## src/rtl/lrr_pkg.sv

```systemverilog
package lrr_pkg;

  typedef enum logic [3:0] {
    ST_IDLE,
    ST_STOP,
    ST_CLEAR,
    ST_OVR_OFF,
    ST_HRST,
    ST_OVR_ON,
    ST_STATUS,
    ST_START
  } lrr_state_e;

  localparam int CH_STOP  = 0;
  localparam int CH_CLEAR = 1;
  localparam int CH_OFF   = 2;
  localparam int CH_HRST  = 3;
  localparam int CH_ON    = 4;
  localparam int CH_STS   = 5;
  localparam int CH_START = 6;
  localparam int NUM_CH   = 7;

  localparam logic [7:0] FRAME_BUSY_BYTE = 8'h80;

endpackage

```

## src/rtl/lrr_hs_chan.sv

```systemverilog
module lrr_hs_chan (
  input  logic clk,
  input  logic rst,
  input  logic launch_i,
  input  logic ack_i,
  output logic req_o,
  output logic fin_o
);

  logic req_q;

  always_ff @(posedge clk) begin
    if (rst) begin
      req_q <= 1'b0;
    end else if (launch_i) begin
      req_q <= 1'b1;
    end else if (req_q && ack_i) begin
      req_q <= 1'b0;
    end
  end

  assign req_o = req_q;
  assign fin_o = req_q & ack_i;

endmodule

```

## src/rtl/lrr_retry_cnt.sv

```systemverilog
module lrr_retry_cnt #(
  parameter int MAX_RETRY = 10
) (
  input  logic clk,
  input  logic rst,
  input  logic load_i,
  input  logic dec_i,
  output logic zero_o
);

  localparam int CW = $clog2(MAX_RETRY + 1) + 1;
  localparam logic [CW-1:0] LOAD_VAL = CW'(MAX_RETRY);

  logic [CW-1:0] cnt_q;

  always_ff @(posedge clk) begin
    if (rst) begin
      cnt_q <= '0;
    end else if (load_i) begin
      cnt_q <= LOAD_VAL;
    end else if (dec_i && (cnt_q != '0)) begin
      cnt_q <= cnt_q - 1'b1;
    end
  end

  assign zero_o = (cnt_q == '0);

endmodule

```

## src/rtl/lrr_attempt_judge.sv

```systemverilog
module lrr_attempt_judge #(
  parameter int STS_W = 4
) (
  input  logic             rd_err_i,
  input  logic [STS_W-1:0] sts_i,
  input  logic             online_i,
  input  logic             budget_gone_i,
  output logic             stop_loop_o
);

  logic absent;

  assign absent = (sts_i[1:0] == 2'b00);

  always_comb begin
    if (rd_err_i)           stop_loop_o = 1'b1;
    else if (absent)        stop_loop_o = 1'b1;
    else if (online_i)      stop_loop_o = 1'b1;
    else if (budget_gone_i) stop_loop_o = 1'b1;
    else                    stop_loop_o = 1'b0;
  end

endmodule

```

## src/rtl/link_retry_ctrl.sv

```systemverilog
module link_retry_ctrl #(
  parameter int MAX_RETRY = 10,
  parameter int RC_W      = 8,
  parameter int STS_W     = 4
) (
  input  logic            clk,
  input  logic            rst,
  input  logic            go_i,
  output logic            eng_stop_req_o,
  input  logic            eng_stop_ack_i,
  output logic            fis_clr_req_o,
  output logic [7:0]      fis_clr_data_o,
  input  logic            fis_clr_ack_i,
  output logic            ovr_off_req_o,
  input  logic            ovr_off_ack_i,
  output logic            hrst_req_o,
  input  logic            hrst_ack_i,
  input  logic            hrst_online_i,
  input  logic [RC_W-1:0] hrst_rc_i,
  output logic            ovr_on_req_o,
  input  logic            ovr_on_ack_i,
  output logic            sts_req_o,
  input  logic            sts_ack_i,
  input  logic            sts_err_i,
  input  logic [STS_W-1:0] sts_data_i,
  output logic            eng_start_req_o,
  input  logic            eng_start_ack_i,
  output logic            done_o,
  output logic            online_o,
  output logic [RC_W-1:0] rc_o
);
  import lrr_pkg::*;

  lrr_state_e state_q, state_d;
  logic [NUM_CH-1:0] launch, ack_vec, req_vec, fin;
  logic              cnt_load, cnt_dec, cnt_zero, stop_loop;
  logic              onl_cap_q;
  logic [RC_W-1:0]   rc_cap_q;
  logic              done_q, online_q;
  logic [RC_W-1:0]   rc_q;

  assign ack_vec[CH_STOP]  = eng_stop_ack_i;
  assign ack_vec[CH_CLEAR] = fis_clr_ack_i;
  assign ack_vec[CH_OFF]   = ovr_off_ack_i;
  assign ack_vec[CH_HRST]  = hrst_ack_i;
  assign ack_vec[CH_ON]    = ovr_on_ack_i;
  assign ack_vec[CH_STS]   = sts_ack_i;
  assign ack_vec[CH_START] = eng_start_ack_i;

  for (genvar g = 0; g < NUM_CH; g++) begin : g_chan
    lrr_hs_chan u_chan (
      .clk      (clk),
      .rst      (rst),
      .launch_i (launch[g]),
      .ack_i    (ack_vec[g]),
      .req_o    (req_vec[g]),
      .fin_o    (fin[g])
    );
  end

  assign eng_stop_req_o  = req_vec[CH_STOP];
  assign fis_clr_req_o   = req_vec[CH_CLEAR];
  assign ovr_off_req_o   = req_vec[CH_OFF];
  assign hrst_req_o      = req_vec[CH_HRST];
  assign ovr_on_req_o    = req_vec[CH_ON];
  assign sts_req_o       = req_vec[CH_STS];
  assign eng_start_req_o = req_vec[CH_START];
  assign fis_clr_data_o  = FRAME_BUSY_BYTE;

  lrr_retry_cnt #(.MAX_RETRY(MAX_RETRY)) u_cnt (
    .clk    (clk),
    .rst    (rst),
    .load_i (cnt_load),
    .dec_i  (cnt_dec),
    .zero_o (cnt_zero)
  );

  lrr_attempt_judge #(.STS_W(STS_W)) u_judge (
    .rd_err_i      (sts_err_i),
    .sts_i         (sts_data_i),
    .online_i      (onl_cap_q),
    .budget_gone_i (cnt_zero),
    .stop_loop_o   (stop_loop)
  );

  always_comb begin
    state_d  = state_q;
    launch   = '0;
    cnt_load = 1'b0;
    cnt_dec  = 1'b0;
    unique case (state_q)
      ST_IDLE: if (go_i) begin
        launch[CH_STOP] = 1'b1;
        cnt_load        = 1'b1;
        state_d         = ST_STOP;
      end
      ST_STOP: if (fin[CH_STOP]) begin
        launch[CH_CLEAR] = 1'b1;
        state_d          = ST_CLEAR;
      end
      ST_CLEAR: if (fin[CH_CLEAR]) begin
        launch[CH_OFF] = 1'b1;
        state_d        = ST_OVR_OFF;
      end
      ST_OVR_OFF: if (fin[CH_OFF]) begin
        launch[CH_HRST] = 1'b1;
        state_d         = ST_HRST;
      end
      ST_HRST: if (fin[CH_HRST]) begin
        launch[CH_ON] = 1'b1;
        state_d       = ST_OVR_ON;
      end
      ST_OVR_ON: if (fin[CH_ON]) begin
        launch[CH_STS] = 1'b1;
        state_d        = ST_STATUS;
      end
      ST_STATUS: if (fin[CH_STS]) begin
        if (stop_loop) begin
          launch[CH_START] = 1'b1;
          state_d          = ST_START;
        end else begin
          cnt_dec        = 1'b1;
          launch[CH_OFF] = 1'b1;
          state_d        = ST_OVR_OFF;
        end
      end
      ST_START: if (fin[CH_START]) begin
        state_d = ST_IDLE;
      end
      default: state_d = ST_IDLE;
    endcase
  end

  always_ff @(posedge clk) begin
    if (rst) begin
      state_q   <= ST_IDLE;
      onl_cap_q <= 1'b0;
      rc_cap_q  <= '0;
      done_q    <= 1'b0;
      online_q  <= 1'b0;
      rc_q      <= '0;
    end else begin
      state_q <= state_d;
      done_q  <= 1'b0;
      if (state_q == ST_HRST && fin[CH_HRST]) begin
        onl_cap_q <= hrst_online_i;
        rc_cap_q  <= hrst_rc_i;
      end
      if (state_q == ST_START && fin[CH_START]) begin
        done_q   <= 1'b1;
        online_q <= onl_cap_q;
        rc_q     <= rc_cap_q;
      end
    end
  end

  assign done_o   = done_q;
  assign online_o = online_q;
  assign rc_o     = rc_q;

endmodule

```

## config.mk

```make
export PLATFORM = sky130hd
export DESIGN_NAME = link_retry_ctrl
export DESIGN_NICKNAME = d
export VERILOG_FILES = /design/src/rtl/lrr_pkg.sv /design/src/rtl/lrr_hs_chan.sv /design/src/rtl/lrr_retry_cnt.sv /design/src/rtl/lrr_attempt_judge.sv /design/src/rtl/link_retry_ctrl.sv
export SDC_FILE = /design/constraint.sdc
export NUM_CORES = 1
export LEC_CHECK = 0
export ABC_CLOCK_PERIOD_IN_PS = 5200
export BUFFER_PORTS_ARGS = -buffer_cell sky130_fd_sc_hd__buf_2
export CAP_MARGIN = 20
export CORE_MARGIN = 5
export CORE_UTILIZATION = 54
export DETAILED_ROUTE_END_ITERATION = 7
export MAX_ROUTING_LAYER = met4
export PLACE_DENSITY = 0.84
export RECOVER_POWER = 100
export SLEW_MARGIN = 20
export SYNTH_ARGS = -nofsm -noshare
export SYNTH_HDL_FRONTEND = slang
export SYNTH_SLANG_ARGS = --single-unit
```

## constraint.sdc

```tcl
create_clock -name clk -period 5.2 [get_ports clk]
set_input_delay 0.78 -clock clk [delete_from_list [all_inputs] [get_ports clk]]
set_output_delay 0.78 -clock clk [all_outputs]
set_load 0.02 [all_outputs]
```

==> summary.log <==
qor: worst_setup_path.worst-endpoint-required 5.40 ns
qor: pwr.cellPowerDensity 314 mW/mm²
qor: synthesis.synth-main-ff-cell sky130_fd_sc_hd__dfxtp_1
qor: place.buffer_ports.inserted 38
qor: synthesis.post_synth.cell_area_avg 8.89 µm²
qor: min_path.worst_hold_path_type flip-flop to flip-flop
qor: grt.global_route.overflow_total 0
qor: layout.synthToLayoutAreaGrowth 12.7%
qor: layout.multi_input_combinational_cell_area 771 µm²
qor: sta.fmax 388 MHz
qor: worst_setup_path.r2r.worst_path.cells 4
qor: layout.most-common-layout-cells sky130_fd_sc_hd__dfxtp_1 (34), sky130_fd_sc_hd__nor2_1 (31), sky130_fd_sc_hd__buf_2 (21)
qor: sta.finalHoldViolCount 0
qor: clock_network.insertion_delay 0.33 ns
qor: clock_network.post_cts_resize_count 0
qor: clock_network.cts_tree yes
qor: clock_network.clock_sink_count 34
qor: sta.max-slew-margin-rel -17.8%
qor: clock_network.htree_levels 2
qor: grt.wire_length_of_the_first_global_routing_pass 5280 µm
qor: sta.setup_violations 0
qor: layout.finalNetCount 237
qor: pwr.power.ir.vdd_worst 0.000338 V
qor: flow_run.count_of_max_cap_constraint_violations 1
qor: floorplan.top_level_ports 49
qor: floorplan.chip_width 64.0 µm
qor: worst_setup_path.timing.critical_path.from state_q[2]
qor: sta.fin_skew 0.00868 ns
qor: synthesis.synth_compound_gate_area_share 10.7%
qor: synthesis.post_synth_num_cell_types 41
qor: place.placer_s_final_routability_congestion_estimate 0.754
qor: sta.tightestPinTransition 1.75 ns
qor: routing.drt_wl_total 3090 µm
qor: synthesis.synth_seq_area_share 43.2%
qor: worst_setup_path.critPathMaxFanout 11
qor: clock_network.cts-root-buf sky130_fd_sc_hd__clkbuf_4
qor: layout.final_common_cell sky130_fd_sc_hd__dfxtp_1
qor: clock_network.cts_buffer_depth 2
qor: grt.grt_max_degree 37
qor: min_path.whs_path_depth 2
qor: min_path.hold_start g_chan[3].u_chan.req_o
qor: synthesis.synth_xor_area_share 0%
qor: place.post-place-cells 235
qor: synthesis.synth-warning-count 0
qor: worst_setup_path.cp_data_arrival_time 2.77 ns
qor: worst_setup_path.timing_worst_setup_path_type flip-flop to flip-flop
qor: synthesis.synth.area.mux_share 13.5%
qor: outcome.violations_in_the_final_reports capacitance limit, slew limit
qor: outcome.outcome finished with violations
qor: floorplan.die_y 64.0 µm
qor: synthesis.synthAdderAreaFrac 1.59%
qor: sta.grt_setup_unrepaired false
qor: clock_network.numCtsBuffers 5
qor: synthesis.synth_area_in_simple_gates 22.1%
qor: worst_setup_path.rr_endpoint rc_cap_q[1]
qor: synthesis.yosys_register_bits 34
qor: synthesis.synth-edff-count 0
qor: worst_setup_path.r2r-start state_q[2]
qor: sta.final_min_period_over_clock_period 49.5%
qor: routing.detail_route.wl_per_cell 12.8 µm
qor: place.post_dp_cell_area 0.00173 mm²
qor: floorplan.floorplan.initialDensity 56.6%
qor: routing.post-route-drc-count 0
qor: synthesis.synth_area 0.00157 mm²
qor: worst_setup_path.endpoint rc_cap_q[1]
qor: routing.initialDrtViolationCount 57
qor: clock_network.post-cts-setup-buffer-count 0
qor: worst_setup_path.end_kind flip-flop
qor: place.placement_setup_slack 3.00 ns
qor: routing.vias_per_inst 5.40
qor: grt.grt_util_all_layers 16.4%
qor: clock_network.cts_hold_buffers 0
qor: layout.n_antenna_cell 0
qor: synthesis.synth_cells 177
qor: sta.finalMaxSlewViolations 11
qor: grt.grt_pass1_vias 1216
qor: worst_setup_path.critPathLaunchType flip-flop
qor: pwr.totalPowerFinal 557 µW
qor: sta.setup_slack 2.63 ns
qor: clock_network.path_clk_slew 0.10 ns
qor: layout.drive_gt1_share 16.1%
qor: synthesis.largest_family_of_logic_cells_by_synthesized_area simple AND/OR/NAND/NOR gates
qor: sta.period_minus_slack 2.57 ns
qor: floorplan.die_area 0.00409 mm²
qor: layout.filler_cell_count_in_the_final_layout 273
qor: routing.via_count 1306
qor: floorplan.fp.coreArea 0.00278 mm²
qor: layout.final-seq-area 681 µm²
qor: routing.antenna_nets_post_route 0
qor: pwr.power.static_leakage 0.000753 µW
qor: grt.antenna_found_initial 0
qor: layout.postLayoutCellArea 0.00177 mm²
qor: floorplan.core.rowCount 19
qor: sta.setup_tns 0 ns
qor: synthesis.postSynth.asyncResetShare 0%
qor: worst_setup_path.reg2reg_slack 2.63 ns
qor: place.detailed_place_hpwl 2210 µm
qor: layout.layout.cells.non_filler 242
qor: routing.firstDrtPassIters 4
worst min path at each step:
stage,slack (ns),endpoint
6_report,0.49,g_chan[3].u_chan.req_o
5_1_grt,0.53,g_chan[3].u_chan.req_o
4_1_cts,0.50,g_chan[3].u_chan.req_o
3_5_place_dp,0.48,rc_cap_q[4]
3_3_place_gp,0.47,u_cnt.cnt_q[4]
2_1_floorplan,0.45,u_cnt.cnt_q[4]
logic make-up (layout without fill, tap and decap cells):
group / after synthesis / in the layout
AO/OA/AOI/OAI: 25 / 25
adder cells (fa/ha/maj): 2 / 2
buffers and inverters: 26 / 54
flip-flops: 34 / 34
multiplexers: 21 / 21
other: 2 / 8
AND/OR/NAND/NOR: 67 / 67
sequential cells by signal, indices dropped and copies added (netlist names):
signal and cells:
state_q 3, rc_o 8, onl_cap_q 1, done_o 1
online_o 1, g_chan.u_chan.req_o 7, u_cnt.cnt_q 5, rc_cap_q 8
through the flow:
step                hold WS [ns]  util [%]
floorplan                  0.446         -
global placement           0.466      62.3
detailed placement         0.482      62.3
CTS                        0.499      65.2
global route               0.527      63.8
finish                     0.494      63.8
area by class of cell:
class / count / area share, %
Clock buffer: 6 / 2.89
Tap cell: 31 / 2.19
Clock inverter: 1 / 1.69
Multi-Input combinational cell: 123 / 43.4
Inverter: 9 / 1.90
Sequential cell: 34 / 38.4
Timing Repair Buffer: 38 / 9.52
synth_stat cells, types with 2 or more instances:
library cell / count / area (µm²)
sky130_fd_sc_hd__dfxtp_1: 34 / 681
sky130_fd_sc_hd__nor2_1: 31 / 116
sky130_fd_sc_hd__mux2i_1: 19 / 190
sky130_fd_sc_hd__a21oi_1: 10 / 50.1
sky130_fd_sc_hd__inv_1: 9 / 33.8
sky130_fd_sc_hd__buf_4: 8 / 60.1
sky130_fd_sc_hd__nand2_1: 6 / 22.5
sky130_fd_sc_hd__nand3_1: 5 / 25.0
sky130_fd_sc_hd__buf_2: 4 / 20.0
sky130_fd_sc_hd__clkbuf_1: 4 / 15.0
sky130_fd_sc_hd__nand2b_1: 4 / 25.0
sky130_fd_sc_hd__nor3_1: 4 / 20.0
sky130_fd_sc_hd__o21ai_0: 3 / 15.0
sky130_fd_sc_hd__or3_1: 3 / 18.8
sky130_fd_sc_hd__a211oi_1: 2 / 15.0
sky130_fd_sc_hd__a311oi_1: 2 / 17.5
sky130_fd_sc_hd__conb_1: 2 / 7.51
sky130_fd_sc_hd__ha_1: 2 / 25.0
sky130_fd_sc_hd__mux2_2: 2 / 22.5
sky130_fd_sc_hd__nor2b_1: 2 / 12.5
power breakdown:
group	internal, µW	switching, µW	total (µW)
sequential	269	16.2	285
clock	112	84.1	196
combinational	35.1	40.8	75.8
total	416	141	557
critical path, stage by stage (launching register included):
cell                       delay [ns]
sky130_fd_sc_hd__dfxtp_1         0.54
sky130_fd_sc_hd__nand2b_1        0.16
sky130_fd_sc_hd__nor3_1          1.38
sky130_fd_sc_hd__mux2i_1         0.30
sky130_fd_sc_hd__nor2_1          0.05
metal layers:
layer / vias up / track usage [%] / part of all wire, %
met5: - / - / 0
met3: 6 / 5.08 / 10
met2: 66 / 25.3 / 45
met4: 0 / 6.49 / 1.1
met1: 575 / 19.9 / 43
li1: 659 / - / -
(Power assumes the default switching activity.)
